==> src/rtl/ramp_tap_pkg.sv <==
package ramp_tap_pkg;
  // Number of parallel data lanes (in-phase and quadrature).
  localparam int NUM_LANES = 2;

  // Lane indices used to map the ports onto the lane array.
  typedef enum int {
    LANE_I = 0,
    LANE_Q = 1
  } lane_e;

  // Depth of the internal reset release synchronizer.
  localparam int RST_STAGES = 2;
endpackage

==> src/rtl/ramp_tap_rst_sync.sv <==
// Asynchronous assert, synchronous release of the active-low reset.
module ramp_tap_rst_sync #(
  parameter int STAGES = 2
) (
  input  logic clk,
  input  logic rst_n,
  output logic rst_sync_n
);
  logic [STAGES-1:0] sync_q;
  logic [STAGES-1:0] sync_d;

  always_comb begin
    sync_d = {sync_q[STAGES-2:0], 1'b1};
  end

  always_ff @(posedge clk or negedge rst_n) begin
    if (!rst_n) sync_q <= '0;
    else        sync_q <= sync_d;
  end

  assign rst_sync_n = sync_q[STAGES-1];
endmodule

==> src/rtl/ramp_tap_hist.sv <==
// One-sample delay register of a lane. It only loads on valid samples.
module ramp_tap_hist #(
  parameter int DW = 16
) (
  input  logic                 clk,
  input  logic                 rst_n,
  input  logic                 load_en,
  input  logic signed [DW-1:0] smp,
  output logic signed [DW-1:0] hist
);
  logic signed [DW-1:0] hist_q;
  logic signed [DW-1:0] hist_d;

  always_comb begin
    hist_d = hist_q;
    if (load_en) hist_d = smp;
  end

  always_ff @(posedge clk or negedge rst_n) begin
    if (!rst_n) hist_q <= '0;
    else        hist_q <= hist_d;
  end

  assign hist = hist_q;
endmodule

==> src/rtl/ramp_tap_sub.sv <==
// Combinational tap sum: current sample minus half of the previous one.
// The half weight is a one-bit arithmetic shift; a ramp restart zeroes the
// previous-sample term.
module ramp_tap_sub #(
  parameter int DW = 16
) (
  input  logic                 restart,
  input  logic signed [DW-1:0] cur,
  input  logic signed [DW-1:0] prev,
  output logic signed [DW:0]   diff
);
  localparam int OW = DW + 1;

  logic signed [DW-1:0] prev_eff;
  logic signed [DW-1:0] prev_half;
  logic signed [OW-1:0] cur_ext;
  logic signed [OW-1:0] half_ext;

  always_comb begin
    prev_eff  = restart ? '0 : prev;
    prev_half = prev_eff >>> 1;
    cur_ext   = {cur[DW-1], cur};
    half_ext  = {prev_half[DW-1], prev_half};
    diff      = cur_ext - half_ext;
  end
endmodule

==> src/rtl/ramp_tap_lane.sv <==
// One data lane: history register, tap arithmetic and output register.
module ramp_tap_lane #(
  parameter int DW = 16
) (
  input  logic                 clk,
  input  logic                 rst_n,
  input  logic                 smp_en,
  input  logic                 restart,
  input  logic signed [DW-1:0] x,
  output logic signed [DW:0]   y
);
  localparam int OW = DW + 1;

  logic signed [DW-1:0] hist;
  logic signed [OW-1:0] diff;
  logic signed [OW-1:0] y_q;
  logic signed [OW-1:0] y_d;

  ramp_tap_hist #(.DW(DW)) u_hist (
    .clk     (clk),
    .rst_n   (rst_n),
    .load_en (smp_en),
    .smp     (x),
    .hist    (hist)
  );

  ramp_tap_sub #(.DW(DW)) u_sub (
    .restart (restart),
    .cur     (x),
    .prev    (hist),
    .diff    (diff)
  );

  // The output register only loads on valid samples, otherwise it holds.
  always_comb begin
    y_d = y_q;
    if (smp_en) y_d = diff;
  end

  always_ff @(posedge clk or negedge rst_n) begin
    if (!rst_n) y_q <= '0;
    else        y_q <= y_d;
  end

  assign y = y_q;
endmodule

==> src/rtl/ramp_tap_ctrl.sv <==
// Valid and start-of-ramp side-band pipeline. It is aligned to the lane
// output register.
module ramp_tap_ctrl (
  input  logic clk,
  input  logic rst_n,
  input  logic in_vld,
  input  logic in_sor,
  output logic smp_en,
  output logic restart,
  output logic out_vld,
  output logic out_sor
);
  logic vld_q, vld_d;
  logic sor_q, sor_d;

  always_comb begin
    smp_en  = in_vld;
    restart = in_vld & in_sor;
    vld_d   = smp_en;
    sor_d   = restart;
  end

  always_ff @(posedge clk or negedge rst_n) begin
    if (!rst_n) begin
      vld_q <= 1'b0;
      sor_q <= 1'b0;
    end else begin
      vld_q <= vld_d;
      sor_q <= sor_d;
    end
  end

  assign out_vld = vld_q;
  assign out_sor = sor_q;
endmodule

==> src/rtl/ramp_tap_shaper.sv <==
// Top: two-tap 1 / -0.5 shaping filter ahead of the range FFT.
module ramp_tap_shaper #(
  parameter int DW = 16
) (
  input  logic                 clk,
  input  logic                 rst_n,
  input  logic                 in_vld,
  input  logic                 in_sor,
  input  logic signed [DW-1:0] in_i,
  input  logic signed [DW-1:0] in_q,
  output logic                 out_vld,
  output logic                 out_sor,
  output logic signed [DW:0]   out_i,
  output logic signed [DW:0]   out_q
);
  import ramp_tap_pkg::*;

  localparam int OW = DW + 1;

  logic rst_sync_n;
  logic smp_en;
  logic restart;

  logic signed [DW-1:0] lane_x [NUM_LANES];
  logic signed [OW-1:0] lane_y [NUM_LANES];

  ramp_tap_rst_sync #(.STAGES(RST_STAGES)) u_rst (
    .clk        (clk),
    .rst_n      (rst_n),
    .rst_sync_n (rst_sync_n)
  );

  ramp_tap_ctrl u_ctrl (
    .clk     (clk),
    .rst_n   (rst_sync_n),
    .in_vld  (in_vld),
    .in_sor  (in_sor),
    .smp_en  (smp_en),
    .restart (restart),
    .out_vld (out_vld),
    .out_sor (out_sor)
  );

  assign lane_x[int'(LANE_I)] = in_i;
  assign lane_x[int'(LANE_Q)] = in_q;

  for (genvar g = 0; g < NUM_LANES; g++) begin : g_lane
    ramp_tap_lane #(.DW(DW)) u_lane (
      .clk     (clk),
      .rst_n   (rst_sync_n),
      .smp_en  (smp_en),
      .restart (restart),
      .x       (lane_x[g]),
      .y       (lane_y[g])
    );
  end

  assign out_i = lane_y[int'(LANE_I)];
  assign out_q = lane_y[int'(LANE_Q)];
endmodule

==> config.mk <==
export PLATFORM = sky130hd
export DESIGN_NAME = ramp_tap_shaper
export DESIGN_NICKNAME = d
export VERILOG_FILES = /design/src/rtl/ramp_tap_pkg.sv /design/src/rtl/ramp_tap_rst_sync.sv /design/src/rtl/ramp_tap_hist.sv /design/src/rtl/ramp_tap_sub.sv /design/src/rtl/ramp_tap_lane.sv /design/src/rtl/ramp_tap_ctrl.sv /design/src/rtl/ramp_tap_shaper.sv
export SDC_FILE = /design/constraint.sdc
export NUM_CORES = 1
export LEC_CHECK = 0
export ABC_CLOCK_PERIOD_IN_PS = 2720
export BUFFER_PORTS_ARGS = -buffer_cell sky130_fd_sc_hd__buf_2
export CAP_MARGIN = 20
export CORE_UTILIZATION = 50
export DETAILED_ROUTE_END_ITERATION = 10
export GPL_TIMING_DRIVEN = 0
export MAX_ROUTING_LAYER = met4
export PLACE_DENSITY = 0.81
export SLEW_MARGIN = 25
export SYNTH_ARGS = -nofsm -noshare
export SYNTH_HDL_FRONTEND = slang
export SYNTH_SLANG_ARGS = --single-unit
==> constraint.sdc <==
create_clock -name clk -period 2.72 [get_ports clk]
set_clock_uncertainty 0.2 [all_clocks]
set_input_delay 0 -clock clk [delete_from_list [all_inputs] [get_ports clk]]
set_output_delay 0 -clock clk [all_outputs]
set_load 0.01 [all_outputs]
=== Word level (Yosys, flattened, before mapping) ===
Cells that the tools add are included.

* Add/sub/neg operators: 2
* Multiplexer cells: 2
* Bitwise operators: 1

{| class="wikitable"
|+ Operators by type and width
! operator !! number
|-
| 16-bit by 15-bit subtractor with 17-bit output || 2
|-
| 16-bit 2-to-1 mux || 2
|-
| 1-bit AND || 1
|}

* Bits in registers: 70
* Input bits: 36
* Output and inout bits: 36
* Logic and storage cells: 12

=== Depth between registers and ports, before layout ===
* Depth after elaboration: 3
* Depth in mapped cells: 12
* Mapped depth without buffers: 10

=== Cells and area by module ===
Synthesis repeated with hierarchy kept, for this count alone.

* Cell total of the unflattened synthesis: 415
* Area, all modules: 4659.5 µm²

{| class="wikitable"
|+ By module, submodules not included
! module !! times used !! cells each !! area each (µm²) !! sequential area each (µm²)
|-
| ramp_tap_lane || 2 || 36 || 685.7 || 425.4
|-
| ramp_tap_hist || 2 || 34 || 649.4 || 400.4
|-
| ramp_tap_sub at g_lane[0].u_lane.u_sub || 1 || 141 || 980.9 || 0.0
|-
| ramp_tap_sub at g_lane[1].u_lane.u_sub || 1 || 127 || 890.9 || 0.0
|-
| ramp_tap_ctrl || 1 || 4 || 63.8 || 50.0
|-
| ramp_tap_rst_sync || 1 || 3 || 53.8 || 50.0
|}

=== Worst setup path before layout ===
OpenSTA, ideal clock, no wires.

* Kind: input port to flip-flop
* From: input in_vld
* To: register g_lane[0].u_lane.y_q[10]
* Setup time: 131 ps
* Arrival time: 2278 ps
* Required time: 2389 ps
* Path slack: 111 ps
* Stages: 12
* Path buffers: 2
* Cells stage by stage: clkbuf_1 nand2_1 clkbuf_1 and2_1 ha_1 fa_1 nor2b_1 o21bai_1 a31o_2 a21oi_1 nor4_1 or3_1

* Longest elaborated chain between the ends: 3

{| class="wikitable"
|+ RTL lines
! what !! RTL line !! source
|-
| start: declaration || ramp_tap_shaper.sv:7 || <nowiki>input logic in_vld,</nowiki>
|-
| 1-bit AND || ramp_tap_ctrl.sv:18 || <nowiki>restart = in_vld & in_sor;</nowiki>
|-
| 16-bit 2-to-1 mux || ramp_tap_sub.sv:20 || <nowiki>prev_eff = restart ? '0 : prev;</nowiki>
|-
| 16-bit by 15-bit subtractor with 17-bit output || ramp_tap_sub.sv:24 || <nowiki>diff = cur_ext - half_ext;</nowiki>
|-
| end signal: assignment || ramp_tap_lane.sv:42 || <nowiki>else y_q <= y_d;</nowiki>
|-
| end: declaration || ramp_tap_lane.sv:16 || <nowiki>logic signed [OW-1:0] y_q;</nowiki>
|}

Parallel ways exist; a longest one is shown, timed or not.
A chain may end at the register's enable or synchronous reset.

=== Worst setup path in the final report ===
* From: register g_lane[1].u_lane.u_hist.hist_q[1]
* To: register g_lane[1].u_lane.y_q[10]

* Longest elaborated chain between the ends: 2

{| class="wikitable"
|+ RTL lines
! what !! RTL line !! source
|-
| start: declaration || ramp_tap_hist.sv:11 || <nowiki>logic signed [DW-1:0] hist_q;</nowiki>
|-
| start signal: assignment || ramp_tap_hist.sv:21 || <nowiki>else hist_q <= hist_d;</nowiki>
|-
| 16-bit 2-to-1 mux || ramp_tap_sub.sv:20 ||
|-
| 16-bit by 15-bit subtractor with 17-bit output || ramp_tap_sub.sv:24 ||
|-
| end signal: assignment || ramp_tap_lane.sv:42 ||
|-
| end: declaration || ramp_tap_lane.sv:16 ||
|}

Every way passes these cells.

==> results.toml <==
[clocking]
cts_sinks = 68
cts_setup_buffers = 0
cts_htree_levels = 3
clk-insertion-delay-late_ps = 360
clock_path_buffers = 2
clkTransAtPathRegs_ps = 80
cts_tree = "done"
numCtsBuffers = 9
root_buffer = "clkbuf_8"

[grt]
first_global_vias = 3647
grt_pass1_wl_mm = 16.68
gr-usage-all-layers_pct = 25.32
grt_max_degree = 47
overflow = 0
antenna_found_initial = 0

[logic_synthesis]
synth_area_leaders = "dfrtp_1 (41%), mux2_2 (13%), ha_1 (9.6%)"
ys_seq_elements = 68
seq_area_frac_synth_pct = 40.66
synthArstFlopShare_pct = 100.0
synth_most_common_cell = "dfrtp_1"
syn_area_um2 = 4185
ys_types = 51
synth_edf_count = 0
synthesis.nets = 482
yosysWarnings = 0
synthFlopType = "dfrtp_1"
synth_top_cell_by_area = "dfrtp_1"
synthCells = 412
yosys-top-cells-count = "dfrtp_1 (68), nand2_1 (55), mux2_2 (49)"
synth_top_area_share_pct = 40.66
syn_avg_cell_area_um2 = 10.16

[timing]
maxSlewViolCount = 0
relSlewSlack_pct = 52.16
fin_setup_tns_ps = 0
grt_setup_unrepaired = "false"
max_freq_mhz = 382.8
finalCritPeriodShare_pct = 96.05
worst_pin_slew_ps = 717.6
hold_violations = 0
finalWorstPathRequiredPeriod_ps = 2613
setup_viol = 0
final.setup.worst_slack_ps = 107.4

[floorplan]
core_um2 = 8175
die_x_um = 93.49
die_area_um2 = 8740
num_rows = 33
start_util_pct = 51.19
die_y_um = 93.49
io_pins = 72

[detailed_routing]
drt-vias-per-instance = 5.526
num_vias = 3531
first_pass_iters = 4
post-route-drc-count = 0
final_antenna_net_count = 0
drt_wl_total_mm = 9.915
drt_iter0_markers = 160
wl_per_cell_um = 15.52

[power]
leakage_nw = 2.464
finalPower_mw = 3.431
vdd_drop_max_mv = 0.5131
p_per_area_nw_per_um2 = 649.5

[setup_path]
path_class = "reg -> reg"
critPathRequiredTime_ps = 2760
crit_chain = "and2_1 -> ha_1 -> fa_1 -> nor2b_2 -> o2111ai_2 -> a21oi_4 -> a21boi_0 -> xnor2_1 -> mux2_2"
crit_fanout = 4
crit_arrival_ps = 2650
cpPeakStageDelay_ps = 420
start_kind = "flip-flop"
critical_path.slowest_cell = "fa_1"
cp_top_family = "adder cells"
worst-path-buf-inv = 0
endpoint_kind = "flip-flop"

[layout]
final_area_um2 = 5283
diodes = 0
drive_above_1_share_pct = 29.40
post-route-util_pct = 64.62
syn2layout_area_growth_pct = 26.22
fill_cells = 698
finalNetCount = 599

[placed_design]
place_hpwl_mm = 7.225
placed_area_um2 = 4703
io_buffers = 71
dp_worst_setup_slack_ps = -589.0
gp_congestion = 0.8916

[run]
drv_cap = 0

[run_status]
status = "finished, final reports clean"

[min_path]
hold_class = "in -> reg"
final timing paths:
check,start,endpoint,slack (ps),cells past startpoint
max,g_lane[1].u_lane.u_hist.hist[1],g_lane[1].u_lane.y[10],110,9
min,in_vld,g_lane[0].u_lane.y[12],7,4
max reg2reg,g_lane[1].u_lane.u_hist.hist[1],g_lane[1].u_lane.y[10],110,9
min reg2reg,u_rst.sync_q[1],g_lane[1].u_lane.u_hist.hist[5],20,0
max in group asynchronous,u_rst.sync_q[1],g_lane[1].u_lane.y[11],1770,1
min in group asynchronous,u_rst.sync_q[1],g_lane[1].u_lane.u_hist.hist[5],20,0
through the flow:
step	hold slack (ps)	cells
floorplan	-495.6	412
global placement	-414.8	588
detailed placement	-412.4	589
CTS	14.79	639
global route	27.51	639
finish	6.667	639
registers in the layout, indices dropped and copies added, names as in the netlist:
signal and flops:
g_lane.u_lane.u_hist.hist 30, u_ctrl.out_vld 1, u_ctrl.out_sor 1, g_lane.u_lane.y 34
u_rst.sync_q 2
routing by layer:
layer	up-vias	global-route usage, %	part of all wire (%)
met4	0	6.923	1.1
met3	11	5.854	3.8
met2	84	44.73	52
li1	1708	-	-
met5	-	-	0
met1	1728	28.77	43
final cells by class:
type	instances	area (um^2)	area share [%]
clock inverters	6	88.84	1.682
clock buffers	10	127.6	2.416
well taps	105	131.4	2.487
repair buffers	107	733.2	13.88
multi-input cells	314	2362	44.72
plain buffers	13	73.82	1.397
inverters	16	60.06	1.137
flip-flops and latches	68	1705	32.28
cell usage in the layout (no fill, tap or decap), types with 3 or more instances in the layout:
cell,count
nor4_1,3
nand2_1,55
dfrtp_1,67
dlygate4sd3_1,35
a21oi_2,3
a31oi_1,3
ha_1,32
clkbuf_1,4
a31o_2,3
nand4_1,3
o31ai_1,3
nand2b_1,4
nor2_1,20
o211ai_1,4
mux2_2,49
inv_1,16
o21bai_1,3
o21a_1,7
buf_2,73
clkbuf_8,11
and2_1,4
buf_1,4
o21ai_0,16
nand3_1,6
a21o_1,8
nor3_1,4
nor2b_1,3
xnor2_1,12
a21oi_1,29
xor2_1,9
where the power goes:
part,switching (mW),leakage (nW),internal [mW]
Clock,0.410,0.102,0.516
Combinational,0.616,1.56,0.572
Sequential,0.105,0.798,1.21
what timing repair did:
item,CTS,global route
hold buffers,35,0
endpoints found under the hold margin,42,0
resized for setup,0,7
endpoints found under the setup margin,10,10
kinds of logic after synthesis:
logic type	Yosys count	share of synthesized area, %
buffers and inverters	30	3.229
multiplexers	50	13.42
other	1	0.08960
flip-flops	68	40.66
adder cells (fa/ha/maj)	34	10.52
XOR/XNOR	21	4.395
AND/OR/NAND/NOR	111	12.05
AO/OA/AOI/OAI	97	15.64
worst reg2reg max path: stages (launching register included):
cell	delay, ps
dfrtp_1	380
and2_1	140
ha_1	200
fa_1	420
nor2b_2	190
o2111ai_2	170
a21oi_4	240
a21boi_0	150
xnor2_1	150
mux2_2	260
(Power assumes the default switching activity.)
